===== src/rtl/ocal_pkg.sv =====
package ocal_pkg;
  localparam int NUM_PASS = 2;
  localparam int PASS_N   = 0;
  localparam int PASS_P   = 1;

  localparam logic [1:0] REF_SEL_HI = 2'b11;
  localparam logic [1:0] REF_SEL_LO = 2'b01;

  typedef enum logic {
    ST_IDLE = 1'b0,
    ST_WAIT = 1'b1
  } ocal_state_e;
endpackage


===== src/rtl/ocal_settle_timer.sv =====
module ocal_settle_timer #(
  parameter int SETTLE_CYC = 4
) (
  input  logic clk,
  input  logic rst,
  input  logic load_i,
  output logic settled_o
);
  localparam int CW = (SETTLE_CYC > 1) ? $clog2(SETTLE_CYC) : 1;
  localparam logic [CW-1:0] LOAD_VAL = CW'(SETTLE_CYC - 1);

  logic [CW-1:0] cnt_q;

  always_ff @(posedge clk) begin
    if (rst)               cnt_q <= '0;
    else if (load_i)       cnt_q <= LOAD_VAL;
    else if (cnt_q != '0)  cnt_q <= cnt_q - 1'b1;
  end

  assign settled_o = (cnt_q == '0);

  // once expired, the counter must not wrap without a new load
  p_no_wrap_r5: assert property (@(posedge clk) disable iff (rst)
    (cnt_q == '0 && !load_i) |=> (cnt_q == '0));
endmodule


===== src/rtl/ocal_trim_step.sv =====
module ocal_trim_step #(
  parameter int TRIM_W = 5
) (
  input  logic              clk,
  input  logic              rst,
  input  logic              clear_i,
  input  logic              inc_i,
  output logic [TRIM_W-1:0] code_o,
  output logic              at_max_o
);
  always_ff @(posedge clk) begin
    if (rst || clear_i)          code_o <= '0;
    else if (inc_i && !at_max_o) code_o <= code_o + 1'b1;
  end

  assign at_max_o = &code_o;

  // outside a clear, the code only ever moves up by one
  p_step_by_one_r4: assert property (@(posedge clk) disable iff (rst)
    (!$past(clear_i) && code_o != $past(code_o)) |-> (code_o == $past(code_o) + 1'b1));
endmodule


===== src/rtl/ocal_ctrl.sv =====
module ocal_ctrl
  import ocal_pkg::*;
#(
  parameter int TRIM_W = 5
) (
  input  logic                             clk,
  input  logic                             rst,
  input  logic                             start_i,
  input  logic                             cmp_i,
  input  logic                             settled_i,
  input  logic [NUM_PASS-1:0][TRIM_W-1:0]  code_i,
  input  logic [NUM_PASS-1:0]              at_max_i,
  output logic [NUM_PASS-1:0]              clear_o,
  output logic [NUM_PASS-1:0]              inc_o,
  output logic                             load_o,
  output logic                             amp_en_o,
  output logic                             user_trim_o,
  output logic                             cal_on_o,
  output logic [1:0]                       ref_sel_o,
  output logic                             busy_o,
  output logic                             done_o,
  output logic                             err_o,
  output logic [NUM_PASS-1:0][TRIM_W-1:0]  result_o
);
  ocal_state_e state_q;
  logic        pass_q;
  logic        fire;
  logic        hit;

  assign fire = (state_q == ST_WAIT) && settled_i;
  assign hit  = !cmp_i || at_max_i[pass_q];

  always_comb begin
    clear_o = '0;
    inc_o   = '0;
    load_o  = 1'b0;
    if (state_q == ST_IDLE && start_i) begin
      clear_o = '1;
      load_o  = 1'b1;
    end else if (fire) begin
      if (!hit) begin
        inc_o[pass_q] = 1'b1;
        load_o        = 1'b1;
      end else if (pass_q == 1'(PASS_N)) begin
        load_o = 1'b1;
      end
    end
  end

  always_ff @(posedge clk) begin
    if (rst) begin
      state_q     <= ST_IDLE;
      pass_q      <= 1'(PASS_N);
      amp_en_o    <= 1'b0;
      user_trim_o <= 1'b0;
      cal_on_o    <= 1'b0;
      ref_sel_o   <= 2'b00;
      busy_o      <= 1'b0;
      done_o      <= 1'b0;
      err_o       <= 1'b0;
      result_o    <= '0;
    end else begin
      done_o <= 1'b0;
      case (state_q)
        ST_IDLE: begin
          if (start_i) begin
            state_q     <= ST_WAIT;
            pass_q      <= 1'(PASS_N);
            amp_en_o    <= 1'b1;
            user_trim_o <= 1'b1;
            cal_on_o    <= 1'b1;
            ref_sel_o   <= REF_SEL_HI;
            busy_o      <= 1'b1;
            err_o       <= 1'b0;
          end
        end
        default: begin
          if (fire && hit) begin
            result_o[pass_q] <= code_i[pass_q];
            err_o            <= err_o | cmp_i;
            if (pass_q == 1'(PASS_N)) begin
              pass_q    <= 1'(PASS_P);
              ref_sel_o <= REF_SEL_LO;
            end else begin
              state_q  <= ST_IDLE;
              cal_on_o <= 1'b0;
              busy_o   <= 1'b0;
              done_o   <= 1'b1;
            end
          end
        end
      endcase
    end
  end

  // done is a single-cycle pulse
  p_done_pulse_r8: assert property (@(posedge clk) disable iff (rst)
    done_o |=> !done_o);
  // calibration mode is released by the time done is seen
  p_done_caloff_r8: assert property (@(posedge clk) disable iff (rst)
    done_o |-> (!cal_on_o && !busy_o));
  // an error at done implies a saturated result
  p_err_sat_r7: assert property (@(posedge clk) disable iff (rst)
    (done_o && err_o) |-> (&result_o[PASS_N] || &result_o[PASS_P]));
  // a run only ever uses the two calibration references
  p_ref_legal_r3: assert property (@(posedge clk) disable iff (rst)
    busy_o |-> (ref_sel_o == REF_SEL_HI || ref_sel_o == REF_SEL_LO));
endmodule


===== src/rtl/offset_cal_seq.sv =====
module offset_cal_seq
  import ocal_pkg::*;
#(
  parameter int TRIM_W     = 5,
  parameter int SETTLE_CYC = 4
) (
  input  logic              clk,
  input  logic              rst,
  input  logic              start_i,
  input  logic              cmp_i,
  output logic              amp_en_o,
  output logic              user_trim_o,
  output logic              cal_on_o,
  output logic [1:0]        ref_sel_o,
  output logic [TRIM_W-1:0] trim_n_o,
  output logic [TRIM_W-1:0] trim_p_o,
  output logic              busy_o,
  output logic              done_o,
  output logic              err_o,
  output logic [TRIM_W-1:0] result_n_o,
  output logic [TRIM_W-1:0] result_p_o
);
  logic [NUM_PASS-1:0][TRIM_W-1:0] code;
  logic [NUM_PASS-1:0][TRIM_W-1:0] result;
  logic [NUM_PASS-1:0]             at_max;
  logic [NUM_PASS-1:0]             clear;
  logic [NUM_PASS-1:0]             inc;
  logic                            load;
  logic                            settled;

  ocal_settle_timer #(.SETTLE_CYC(SETTLE_CYC)) u_timer (
    .clk       (clk),
    .rst       (rst),
    .load_i    (load),
    .settled_o (settled)
  );

  for (genvar g = 0; g < NUM_PASS; g++) begin : g_pair
    ocal_trim_step #(.TRIM_W(TRIM_W)) u_step (
      .clk      (clk),
      .rst      (rst),
      .clear_i  (clear[g]),
      .inc_i    (inc[g]),
      .code_o   (code[g]),
      .at_max_o (at_max[g])
    );
  end

  ocal_ctrl #(.TRIM_W(TRIM_W)) u_ctrl (
    .clk         (clk),
    .rst         (rst),
    .start_i     (start_i),
    .cmp_i       (cmp_i),
    .settled_i   (settled),
    .code_i      (code),
    .at_max_i    (at_max),
    .clear_o     (clear),
    .inc_o       (inc),
    .load_o      (load),
    .amp_en_o    (amp_en_o),
    .user_trim_o (user_trim_o),
    .cal_on_o    (cal_on_o),
    .ref_sel_o   (ref_sel_o),
    .busy_o      (busy_o),
    .done_o      (done_o),
    .err_o       (err_o),
    .result_o    (result)
  );

  assign trim_n_o   = code[PASS_N];
  assign trim_p_o   = code[PASS_P];
  assign result_n_o = result[PASS_N];
  assign result_p_o = result[PASS_P];

  // Hold-time observer for the settle check (assertion support only)
  localparam int HW = $clog2(SETTLE_CYC + 2);
  logic [2*TRIM_W+2:0] view, view_q;
  logic [HW-1:0]       held_q, held_now;

  assign view     = {cal_on_o, ref_sel_o, trim_n_o, trim_p_o};
  assign held_now = (view == view_q) ? held_q + 1'b1 : HW'(1);

  always_ff @(posedge clk) begin
    if (rst) begin
      view_q <= '0;
      held_q <= '0;
    end else begin
      view_q <= view;
      held_q <= (held_now > HW'(SETTLE_CYC)) ? HW'(SETTLE_CYC) : held_now;
    end
  end

  // the status is sampled only after the applied setting has settled
  p_settle_hold_r5: assert property (@(posedge clk) disable iff (rst)
    (busy_o && settled) |-> (held_now >= HW'(SETTLE_CYC)));
  // while idle with no start, codes and results are frozen
  p_idle_hold_r9: assert property (@(posedge clk) disable iff (rst)
    (!busy_o && !start_i) |=> ($stable(trim_n_o) && $stable(trim_p_o) &&
                               $stable(result_n_o) && $stable(result_p_o)));
  // the PMOS code is untouched during the high-reference pass
  p_pmos_idle_r3: assert property (@(posedge clk) disable iff (rst)
    (busy_o && ref_sel_o == REF_SEL_HI) |-> (trim_p_o == '0));
endmodule


===== config.mk =====
export PLATFORM = sky130hd
export DESIGN_NAME = offset_cal_seq
export DESIGN_NICKNAME = d
export VERILOG_FILES = /design/src/rtl/ocal_pkg.sv /design/src/rtl/ocal_settle_timer.sv /design/src/rtl/ocal_trim_step.sv /design/src/rtl/ocal_ctrl.sv /design/src/rtl/offset_cal_seq.sv
export SDC_FILE = /design/constraint.sdc
export NUM_CORES = 1
export LEC_CHECK = 0
export ABC_AREA = 1
export BUFFER_PORTS_ARGS = -buffer_cell sky130_fd_sc_hd__buf_2
export CAP_MARGIN = 0
export CORE_MARGIN = 1
export CORE_UTILIZATION = 50
export DETAILED_ROUTE_END_ITERATION = 10
export HOLD_SLACK_MARGIN = 0.03
export PLACE_DENSITY = 0.74
export SLEW_MARGIN = 10
export SYNTH_ARGS = -nofsm -noshare
export SYNTH_HDL_FRONTEND = slang
export SYNTH_SLANG_ARGS = --single-unit
export TNS_END_PERCENT = 1

===== constraint.sdc =====
create_clock -name clk -period 3 [get_ports clk]
set_input_delay 0 -clock clk [delete_from_list [all_inputs] [get_ports clk]]
set_output_delay 0 -clock clk [all_outputs]
set_load 0.03 [all_outputs]

### Word level (Yosys, flattened, before mapping)

Index checks and enable logic that the tools add are counted.

* add/sub/neg operators: 3
* magnitude comparators: 2
* equality and inequality tests: 3
* muxes and demuxes: 36
* bitwise operators: 3
* reduce and logical (&&, ||, !) cells: 24

Operators by type and width (count)
* $mux 1: 20
* $mux 2: 10
* $mux 5: 3
* $add 5x1->5 const B: 2
* $bwmux 10: 1
* $reduce_and 5->1: 2
* $logic_and 1x1->1: 6
* $ne 2x2->1 const B: 3
* $reduce_and 2->1: 3
* $reduce_and 3->1: 2
* $reduce_bool 2->1: 3
* $demux 5 s1: 1
* $logic_not 1->1: 3
* $logic_or 1x1->1: 3
* $reduce_or 3->1: 1
* $logic_not 2->1: 1
* $lt 1x2->1 const B: 1
* $not 1->1: 2
* $sub 2x1->2 const B: 1
* $demux 1 s1: 1
* $ge 1x1->1 const B: 1
* $or 1x1->1: 1

* register bits after elaboration: 30
* bits of input ports: 4
* word-level logic and storage cells: 83

### Logic depth before layout (Yosys ltp)

Gate-level depths: netlist (run 1).

* depth in word-level cells: 8
* depth in mapped cells: 11
* depth with buffers taken out: 10

### Hierarchy

From an unflattened synthesis (run 1), not the netlist that was laid out.

* cell total of the unflattened synthesis: 198
* area total of the unflattened synthesis: 1425.1 µm²

Modules (own cells, without submodules)
* ocal_ctrl: times used 1, cells each 111, area an instance 810.8 µm², seq. area each 360.3 µm²
* ocal_trim_step: times used 2, cells each 34, area an instance 250.2 µm², seq. area each 100.1 µm²
* ocal_settle_timer: times used 1, cells each 19, area an instance 113.9 µm², seq. area each 40.0 µm²

### Worst setup path after synthesis (run 1)

No wires, ideal clock.

* path type: reg-to-reg
* from: register g_pair[1].u_step.code_o[0]
* to: register u_ctrl.result_o[9] (netlist name)
* arrival: 1697 ps
* slack: 1243 ps
* stages on the path, launching flop included: 11
* path buffers: 0
* period minus slack after synthesis: 1757 ps
* cell sequence: dfxtp_1 ha_1 nand2_1 nor2_1 ha_1 inv_1 a21oi_2 nand2_2 nor2_4 nand3_2 nand2_1

* word-level cells in the longest chain between the ends: 6

RTL lines
* start: declaration: RTL line ocal_trim_step.sv:8 `output logic [TRIM_W-1:0] code_o,`
* start signal: assignment: RTL line ocal_trim_step.sv:13 `else if (inc_i && !at_max_o) code_o <= code_o + 1'b1;`
* $reduce_and 5->1: RTL line ocal_trim_step.sv:16 `assign at_max_o = &code_o;`
* $mux 1 (implied by the code) (2 in a row): RTL line ocal_ctrl.sv:31 `assign hit = !cmp_i || at_max_i[pass_q];`
* $logic_or 1x1->1: RTL line ocal_ctrl.sv:31
* $logic_and 1x1->1: RTL line ocal_ctrl.sv:78 `if (fire && hit) begin`
* $reduce_and 2->1 (no line)
* end signal: indexed assignment: RTL line ocal_ctrl.sv:79 `result_o[pass_q] <= code_i[pass_q];`
* end: declaration: RTL line ocal_ctrl.sv:23 `output logic [NUM_PASS-1:0][TRIM_W-1:0] result_o`

No other way between the ends. The select of a mux whose other input is x is not followed.
A chain may end at the register's enable or synchronous reset.

### Final worst setup path (run 1)

* from: register g_pair[1].u_step.code_o[0]
* to: register u_ctrl.result_o[7] (netlist name)

Same word-level chain as after synthesis.

==> results by group, run 1 <==
STA
  • Final hold vios: 0
  • RSZ-0062 raised after global routing: false
  • Final period utilization: 57.5%
  • Worst Tran Pin Value: 0.438 ns
  • Minimum clock period after layout: 1.73 ns
  • Final setup margin: 1.27 ns
  • Fmax: 0.579 GHz
  • Final Max Slew Viols: 0
  • Worst rel slew slack: 70.7%
  • Final setup fails: 0
  • Skew final: 0.0102 ns
  • Setup_tns: 0 ns

Route
  • Via Count: 1168
  • Routed wire per std cell: 10.8 um
  • DRC viols: 0
  • Antenna viol nets, final: 0
  • Via/cell ratio: 4.87
  • Drt pass-1 iters: 4
  • Final wirelength: 2.58 mm
  • Initial DRC Count: 19

Placement
  • Dpl cells: 231
  • IO Port Bufs: 31
  • Gpl congestion: 0.833
  • DP Wirelength: 1.93 mm
  • Pre-CTS setup slack: 1.29 ns

Logic synthesis
  • Mapped cell area: 1340 um2
  • Mean Syn Cell Area: 7.67 um2
  • Post-synthesis sequential area ratio: 45.0%
  • Number of synthesized register bits: 30
  • Post-Syn Nets: 183
  • Synth Warn #: 0
  • Cell count after synthesis: 174
  • Number of distinct library cells after synthesis: 23

Global route
  • First-pass GRT wire length: 4.39 mm
  • Global route overflow: 0
  • Initial antenna violation count: 0
  • GRT Total Usage: 21.4%
  • Pin count of the biggest net entering global routing: 15
  • Vias in the first global route: 1087

Worst setup path
  • Crit end category: register
  • Critical Path AT: 1.99 ns
  • Crit path launch type: register
  • CP max FO: 7
  • Crit path kind: register to register
  • CP required: 3.26 ns

Clocking
  • Root buffer cell: clkbuf_4
  • Sink Count: 30
  • Cts bufs inserted: 5
  • # H-tree levels: 2
  • Worst-Skew Late Latency: 0.33 ns
  • Post-CTS Resized: 0
  • CTS clk-pin slew, worst paths: 0.09 ns
  • Clock Path Buffers: 2
  • CTS tree: done

Power
  • Pleak: 0.784 nW
  • Maximum VDD drop: 331 uV
  • Power per Cell Area: 501 nW/um2

Final layout
  • Final std cells w/o fill: 240
  • Fillers: 242
  • Final core utilization: 63.0%
  • Fraction of layout cells with a size suffix above 1: 23.8%
  • Layout area overhead: 18.0%
  • # diodes: 0
  • Layout Nets: 220

Hold path
  • Tightest Hold Check Type: input pin to register

Die
  • Die Height: 53.7 um
  • Area of the core: 2500 um2
  • Row Count: 18
  • Initial Utilization: 53.4%
  • Die area: 2880 um2
  • Die W: 53.7 um
  • Boundary Pins: 32

Run status
  • Status: finished, final reports clean

Run
  • Max-Cap Viols: 0
==> logic make-up after synthesis <==
group / synth area share [%]
AND/OR/NAND/NOR: 27.4
adder cells (fa/ha/maj): 4.69
XOR/XNOR: 1.31
AO/OA/AOI/OAI: 10.6
flip-flops: 45.0
buffers and inverters: 11.1
==> synth_stat cells (all sizes together) <==
cell    number  area share, %
buf          4            2.5
nand3b       1           0.84
nor2        26            8.4
a21oi       11            4.7
o22ai        1           0.47
xnor2        1           0.66
ha           5            4.7
nand3       14            7.3
inv         28            7.9
nand2       37             11
o21ai       13            4.9
o211ai       1           0.56
xor2         1           0.66
clkinv       1           0.66
dfxtp       30             45
==> through the flow <==
step / instance area, um2 / total power (W) / hold WS, ns
after floorplan: 1340 / 0.000537 / 0.0691
after global placement: 1490 / 0.000559 / 0.231
after detailed placement: 1490 / 0.000564 / 0.253
after CTS: 1580 / 0.000801 / 0.435
after global routing: 1580 / 0.000832 / 0.461
final: 1580 / 0.000789 / 0.452
==> power by group <==
group	leakage (nW)	switching [W]	total (W)	internal (W)
combinational	0.510	0.0000876	0.000129	0.0000419
sequential	0.244	0.0000115	0.000428	0.000417
clock	0.0302	0.000126	0.000231	0.000105
total	0.784	0.000225	0.000789	0.000564
==> per-layer routing <==
metal | vias to the layer above | GRT usage, % | share of wire (%)
met4 | 0 | 11.4 | 1.4
met3 | 5 | 8.76 | 5.0
met1 | 517 | 24.2 | 48
li1 | 612 | - | -
met5 | - | 0 | 0
met2 | 34 | 34.2 | 46
==> final cells by class <==
| type | count | area [um2] | area share, % |
|---|---|---|---|
| flip-flops and latches | 30 | 601 | 38.1 |
| multi-input cells | 111 | 587 | 37.3 |
| repair buffers | 34 | 185 | 11.8 |
| inverters | 29 | 114 | 7.23 |
| clock buffers | 6 | 51.3 | 3.26 |
| well taps | 30 | 37.5 | 2.38 |
==> final timing paths <==
check             cells past startpoint  slack [ns]                  to                       start
setup reg to reg                     10        1.27  u_ctrl.result_o[7]  g_pair[1].u_step.code_o[0]
hold / removal                        4        0.45      u_ctrl.state_q                     start_i
hold reg to reg                       2        0.47        u_ctrl.err_o                u_ctrl.err_o
setup / recovery                     10        1.27  u_ctrl.result_o[7]  g_pair[1].u_step.code_o[0]
==> critical path: stages, from the launching register on <==
cell,delay [ns]
dfxtp_1,0.42
ha_1,0.26
nand2_1,0.07
nor2_1,0.10
ha_1,0.16
inv_1,0.07
a21oi_2,0.15
nand2_2,0.13
nor2_4,0.17
nand2_1,0.07
nand2_1,0.07
==> registers in the layout (all words and copies together) (netlist names) <==
signal and count:
u_ctrl.err_o 1, u_ctrl.result_o 10, u_ctrl.amp_en_o 1, u_ctrl.state_q 1, g_pair.u_step.code_o 10, u_timer.cnt_q 2, u_ctrl.busy_o 1, u_ctrl.pass_q 1
u_ctrl.done_o 1, u_ctrl.ref_sel_o 2
==> layout by cell type (no fill, tap or decap), drive strengths merged <==
cell,n
a21oi,11
buf,31
clkbuf,6
clkinv,1
dfxtp,30
dlygate4sd3,3
ha,5
inv,28
nand2,37
nand3,14
nand3b,1
nor2,26
o211ai,1
o21ai,13
o22ai,1
xnor2,1
xor2,1
==> what timing repair did <==
item | CTS | global route
hold buffers | 3 | 0
buffers inserted | 0 | 0
endpoints found under the hold margin | 6 | 0
No activity file was read; power rests on OpenSTA's default activity.
==> inputs of run 2 (changes only) <==
==> constraint.sdc (replaced) <==
create_clock -name clk -period 1.7 [get_ports clk]
set_input_delay 0 -clock clk [delete_from_list [all_inputs] [get_ports clk]]
set_output_delay 0 -clock clk [all_outputs]
set_load 0.03 [all_outputs]
==> run 2 against run 1 <==
- register-to-register slack got worse by 1.2 ns
- die area stayed put
- cell count is 2.1% higher
- clock-buffer cell count up 1
- global-route usage is essentially flat
- critical path depth did not move
- clock skew is 0.0071 ns lower
- setup slack got worse by 1.2 ns
- critical path type unchanged
==> results by group, run 2 (synthesized netlist as in run 1, its figures left out) <==
Run status
  • Status: finished, final reports clean

Final layout
  • Multi-input gate area in the final layout: 609 um2 (+3.8%)
  • Fraction of layout cells with a size suffix above 1: 28.4% (+4.6 points)
  • Sequential Area: 608 um2 (+1.2%)
  • # diodes: 0 (unchanged)
  • Layout Nets: 223 (+1.4%)
  • Fillers: 219 (-9.5%)
  • Final core utilization: 65.5% (+2.5 points)
  • Most frequent cells in the layout: nand2_1 (35), buf_2 (31), inv_1 (26), dfxtp_1 (26), nor2_1 (23)
  • Top Registers: g_pair.u_step.code_o (10), u_ctrl.result_o (10)
  • Layout area overhead: 22.6%
  • Commonest non-fill, non-tap cell in the layout: nand2_1

Placement
  • IO Port Bufs: 31 (unchanged)
  • DP Wirelength: 2.00 mm (+3.5%)
  • Gpl congestion: 0.822 (-1.4%)

Hold path
  • Hold path start: start_i
  • Hold Path Depth: 4 (unchanged)
  • Tightest Hold Check Type: input pin to register
  • Hold Crit Endpoint: u_ctrl.state_q

STA
  • Fmax: 0.623 GHz (+7.6%)
  • Final setup fails: 0 (unchanged)
  • RSZ-0062 raised after global routing: true
  • Skew final: 0.00312 ns (-0.00710 ns)
  • Setup_tns: 0 ns (unchanged)
  • Worst Tran Pin Value: 0.449 ns (+0.0108 ns)
  • Final hold vios: 0 (unchanged)
  • Final period utilization: 94.4% (+37 points)
  • Final Max Slew Viols: 0 (unchanged)
  • Worst rel slew slack: 70.0% (-0.72 points)
  • Minimum clock period after layout: 1.60 ns (-0.122 ns)

Worst setup path
  • Crit path kind: register to register
  • CP max stage delay: 0.38 ns (-0.04 ns)
  • R2R setup slack: 0.1 ns (-1.18 ns)
  • R2r startpoint: g_pair[1].u_step.code_o[1]
  • Critical Path AT: 1.88 ns (-0.11 ns)
  • Most used cell, CP: nand2_1
  • CP max FO: 7 (unchanged)
  • CP required: 1.98 ns (-1.28 ns)
  • Worst-case reg-to-reg path depth: 10 (unchanged)
  • CP bufs+invs: 1 (unchanged)
  • RR Endpoint: u_ctrl.result_o[5]
  • Crit end category: register
  • Worst-path cell chain: ha_4, nand2_1, nor2_1, ha_1, inv_1, a21oi_2, nand2_2, nor2_4, nand2_1, nand2_1
  • Crit path launch type: register
  • CP top delay family: simple AND/OR/NAND/NOR gates
  • Slowest CP cell: dfxtp_4

Clocking
  • CTS tree: done
  • Cts bufs inserted: 5 (unchanged)
  • CTS clk-pin slew, worst paths: 0.09 ns (about the same)
  • # H-tree levels: 2 (unchanged)
  • Clock Path Buffers: 2 (unchanged)
  • Worst-Skew Late Latency: 0.33 ns (about the same)
  • Root buffer cell: clkbuf_4
  • Sink Count: 30 (unchanged)

Die
  • Die Height: 53.7 um (unchanged)
  • Area of the core: 2500 um2 (unchanged)
  • Boundary Pins: 32 (unchanged)
  • Initial Utilization: 53.4% (unchanged)
  • Row Count: 18 (unchanged)
  • Die W: 53.7 um (unchanged)
  • Die area: 2880 um2 (unchanged)

Power
  • Share of total power in the clock network: 31.0% (+1.7 points)
  • Comb pwr share: 16.4% (about the same)
  • Cell-internal power: 0.00101 W (+79%)
  • Flop pwr share: 52.6% (-1.7 points)
  • Maximum VDD drop: 616 uV (+86%)
  • Power per Cell Area: 877 nW/um2 (+75%)
  • Pleak: 0.806 nW (+2.7%)
  • Sw power: 0.000423 W (+88%)
  • Switching Fraction: 29.5% (+0.98 points)

Global route
  • Global route overflow: 0 (unchanged)
  • Pin count of the biggest net entering global routing: 15 (unchanged)
  • Vias in the first global route: 1080 (-0.64%)
  • Initial antenna violation count: 0 (unchanged)
  • First-pass GRT wire length: 4.37 mm (-0.32%)
  • GRT Total Usage: 21.5% (about the same)

Route
  • Drt pass-1 iters: 4 (unchanged)
  • Via/cell ratio: 4.99 (+2.5%)
  • DRC viols: 0 (unchanged)
  • Initial DRC Count: 24 (+5)
  • Final wirelength: 2.74 mm (+6.1%)
  • Routed wire per std cell: 11.2 um (+4.0%)
  • Via Count: 1222 (+4.6%)
  • Antenna viol nets, final: 0 (unchanged)

Run
  • Max-Cap Viols: 0 (unchanged)
-- run 2: cell count changes in the layout (fill, tap and decap cells not counted), sizes merged --
cell    change
clkinv      +1
clkbuf      +1
buf         +3
-- run 2: per-stage QoR --
stage               hold WS, ns  total power, W  std cells  setup WS, ns  area [um2]
finish                    0.456         0.00144        245        0.0956        1640
global route              0.468         0.00151        245      -0.00971        1640
CTS                       0.454         0.00145        244        0.0270        1600
detailed placement        0.262         0.00100        233        0.0481        1510
global placement          0.232        0.000990        233         0.106        1510
floorplan                0.0691        0.000948        174       0.00905        1340
-- run 2: how the worst max path moves through the flow --
stage / start / endpoint / cells after the start
6_report: g_pair[1].u_step.code_o[1] / u_ctrl.result_o[5] / 10
5_1_grt: g_pair[1].u_step.code_o[1] / u_ctrl.result_o[5] / 10
4_1_cts: g_pair[0].u_step.code_o[0] / g_pair[0].u_step.code_o[2] / 10
3_5_place_dp: g_pair[0].u_step.code_o[0] / g_pair[0].u_step.code_o[2] / 10
3_3_place_gp: g_pair[0].u_step.code_o[0] / u_ctrl.result_o[1] / 9
2_1_floorplan: g_pair[0].u_step.code_o[1] / u_ctrl.result_o[2] / 10
-- run 2: repair_timing --
item | CTS | global route
setup buffers | 0 | 1
gates resized for setup | 0 | 8
endpoints found under the hold margin | 6 | 0
endpoints found under the setup margin | 0 | 24
hold buffers | 3 | 0
-- run 2: worst reg2reg max path: cells and delay by family, from the launching register on --
family	cells	cell delay, ns
AOI/OAI and AO/OA	1	0.15
adders and majority gates	2	0.31
buffers and inverters	1	0.07
DFF	1	0.38
and+or+nand+nor	6	0.63
-- run 2: cell type report --
cell class,instances,share of cell area (%)
inverters,29,6.96
flip-flops and latches,30,37.2
well taps,30,2.29
clock buffers,7,3.36
multi-input cells,111,37.2
clock inverters,1,0.306
repair buffers,37,12.7
-- run 2: power groups by stage --
stage	Sequential [W]	Combinational, W	Clock (W)
final	0.000756	0.000235	0.000445
after detailed placement	0.000774	0.000227	0
after global placement	0.000771	0.000219	0
after floorplan	0.000812	0.000136	0
after global routing	0.000761	0.000269	0.000481
after CTS	0.000757	0.000234	0.000455
-- run 2: routing by layer --
metal | part of all wire (%) | vias up | GRT usage [%]
li1 | - | 625 | -
met3 | 4.1 | 5 | 6.21
met2 | 48 | 27 | 36.2
met5 | 0 | - | 0
met4 | 1.5 | 0 | 12.7
met1 | 46 | 565 | 23.6
==> inputs of run 3 (changes only) <==
--- a/config.mk
+++ b/config.mk
@@ -11,8 +11,11 @@
 export CORE_MARGIN = 1
 export CORE_UTILIZATION = 50
 export DETAILED_ROUTE_END_ITERATION = 10
+export GPL_TIMING_DRIVEN = 1
 export HOLD_SLACK_MARGIN = 0.03
+export MAX_ROUTING_LAYER = met4
 export PLACE_DENSITY = 0.74
+export SKIP_CTS_REPAIR_TIMING = 1
 export SLEW_MARGIN = 10
 export SYNTH_ARGS = -nofsm -noshare
 export SYNTH_HDL_FRONTEND = slang
==> run 3 against run 2 <==
- die area is the same
- clock power barely moved
- register-to-register slack hardly changed
- largest cell class unchanged
- global-route usage up 0.38 points
- critical path depth unchanged
- largest power group unchanged
- total power rose by 0.25%
==> results by group, run 3 (synthesized netlist as in run 1, its figures left out) <==
Die
  • Die W: 53.7 um (unchanged)
  • Area of the core: 2500 um2 (unchanged)
  • Row Count: 18 (unchanged)
  • Initial Utilization: 53.4% (unchanged)
  • Boundary Pins: 32 (unchanged)
  • Die area: 2880 um2 (unchanged)
  • Die Height: 53.7 um (unchanged)

STA
  • Worst Tran Pin Value: 0.441 ns (-0.00772 ns)
  • Fmax: 0.624 GHz (about the same)
  • Final Max Slew Viols: 0 (unchanged)
  • RSZ-0062 raised after global routing: true
  • Skew final: 0.00358 ns (+0.000460 ns)
  • Final setup fails: 0 (unchanged)
  • Minimum clock period after layout: 1.60 ns (-0.000643 ns)
  • Final hold vios: 0 (unchanged)
  • Worst rel slew slack: 70.5% (+0.52 points)
  • Final period utilization: 94.3% (about the same)
  • Final setup margin: 0.0962 ns (+0.000643 ns)

Final layout
  • Final std cells w/o fill: 246 (+0.41%)
  • Fillers: 218 (-0.46%)
  • # diodes: 0 (unchanged)
  • Top Registers: g_pair.u_step.code_o (10), u_ctrl.result_o (10)
  • Layout Nets: 224 (+0.45%)
  • Fraction of layout cells with a size suffix above 1: 28.2% (-0.13 points)
  • Commonest non-fill, non-tap cell in the layout: nand2_1
  • Final core utilization: 65.9% (+0.40 points)
  • Most frequent cells in the layout: nand2_1 (35), buf_2 (31), inv_1 (26), dfxtp_1 (26), nor2_1 (23)
  • Layout area overhead: 23.3%

Worst setup path
  • Worst-path cell chain: ha_4, nand2_1, nor2_1, ha_1, inv_1, a21oi_2, nand2_2, nor2_4, nand2_1, nand2_1
  • Worst setup startpoint: g_pair[1].u_step.code_o[1]
  • CP bufs+invs: 1 (unchanged)
  • Crit path kind: register to register
  • Critical Path AT: 1.88 ns (about the same)
  • Most used cell, CP: nand2_1
  • Slowest CP cell: dfxtp_4
  • CP top delay family: simple AND/OR/NAND/NOR gates
  • R2R setup slack: 0.1 ns (about the same)
  • Crit path launch type: register
  • CP max stage delay: 0.38 ns (about the same)
  • Worst-case reg-to-reg path depth: 10 (unchanged)
  • CP max FO: 7 (unchanged)
  • R2r startpoint: g_pair[1].u_step.code_o[1]
  • Crit end category: register
  • CP required: 1.98 ns (about the same)
  • RR Endpoint: u_ctrl.result_o[5]
  • Crit path depth: 10 (unchanged)
  • End of the critical path: u_ctrl.result_o[5]

Power
  • Comb pwr share: 16.5% (about the same)
  • Switching Fraction: 29.6% (+0.070 points)
  • Share of total power in the clock network: 31.0% (about the same)
  • Pleak: 0.810 nW (+0.52%)
  • Overall power: 0.00144 W (+0.25%)
  • Power per Cell Area: 874 nW/um2 (-0.36%)
  • Sw power: 0.000425 W (+0.49%)
  • Maximum VDD drop: 616 uV (about the same)
  • Flop pwr share: 52.5% (about the same)
  • Cell-internal power: 0.00101 W (+0.15%)

Clocking
  • Worst-Skew Late Latency: 0.33 ns (about the same)
  • CTS tree: done
  • CTS clk-pin slew, worst paths: 0.09 ns (about the same)
  • Sink Count: 30 (unchanged)
  • # H-tree levels: 2 (unchanged)
  • Root buffer cell: clkbuf_4
  • Cts bufs inserted: 5 (unchanged)
  • Clock Path Buffers: 2 (unchanged)

Route
  • Via/cell ratio: 4.99 (about the same)
  • Via Count: 1227 (+0.41%)
  • Final wirelength: 2.78 mm (+1.6%)
  • Antenna viol nets, final: 0 (unchanged)
  • DRC viols: 0 (unchanged)
  • Initial DRC Count: 24 (unchanged)
  • Drt pass-1 iters: 4 (unchanged)
  • Routed wire per std cell: 11.3 um (+1.2%)

Global route
  • Global route overflow: 0 (unchanged)
  • Vias in the first global route: 1057 (-2.1%)
  • Initial antenna violation count: 0 (unchanged)
  • Pin count of the biggest net entering global routing: 15 (unchanged)
  • GRT Total Usage: 21.8% (+0.38 points)
  • First-pass GRT wire length: 4.33 mm (-1.1%)

Placement
  • Gpl congestion: 0.834 (+1.5%)
  • Dpl cells: 233 (unchanged)
  • DP Wirelength: 2.00 mm (unchanged)
  • IO Port Bufs: 31 (unchanged)
  • Pre-CTS setup slack: 0.0481 ns (unchanged)

Hold path
  • Tightest Hold Check Type: register to register
  • Hold Path Depth: 2 (-2)

Run
  • Max-Cap Viols: 0 (unchanged)

Run status
  • Status: finished, final reports clean
==> run 3: power by group through the flow <==
| stage | logic (W) | registers (W) | clock network, W |
|---|---|---|---|
| 2_1_floorplan | 0.000136 | 0.000812 | 0 |
| 3_3_place_gp | 0.000219 | 0.000771 | 0 |
| 3_5_place_dp | 0.000227 | 0.000774 | 0 |
| 4_1_cts | 0.000228 | 0.000757 | 0.000455 |
| 5_1_grt | 0.000271 | 0.000761 | 0.000481 |
| 6_report | 0.000238 | 0.000756 | 0.000446 |
==> run 3: final cells by class <==
type                            count  area [um2]  share of cell area [%]
Timing Repair Buffer               38         218                    13.2
Clock buffer                        7        55.1                    3.34
Tap cell                           30        37.5                    2.28
Sequential cell                    30         608                    36.9
Multi-Input combinational cell    111         609                    37.0
Clock inverter                      1        5.00                   0.304
Inverter                           29         114                    6.91
==> run 3: worst min-delay path, stage by stage, from the launching register on <==
cell     delay, ns
dfxtp_1       0.32
inv_1         0.04
a21oi_1       0.05
==> run 3: worst min path at each step <==
stage	from	slack (ns)	end
3_3_place_gp	start_i	0.23	u_ctrl.state_q
6_report	u_ctrl.err_o	0.46	u_ctrl.err_o
3_5_place_dp	start_i	0.26	u_ctrl.state_q
4_1_cts	start_i	-0.08	u_ctrl.state_q
2_1_floorplan	rst	0.07	u_ctrl.ref_sel_o[0]
5_1_grt	u_ctrl.err_o	0.47	u_ctrl.err_o
==> run 3: routing by layer <==
| layer | vias to the layer above | track usage [%] | share of wire [%] |
|---|---|---|---|
| met3 | 5 | 6.50 | 4.9 |
| met1 | 564 | 23.4 | 46 |
| met5 | - | - | 0 |
| met4 | 0 | 12.7 | 1.4 |
| li1 | 626 | - | - |
| met2 | 32 | 35.4 | 48 |
==> run 3: metrics by stage <==
step	setup TNS, ns	cell area [um2]	hold WS, ns
CTS	0	1570	-0.0848
global placement	0	1510	0.232
floorplan	0	1340	0.0691
finish	0	1650	0.456
detailed placement	0	1510	0.262
global route	-0.00971	1650	0.468
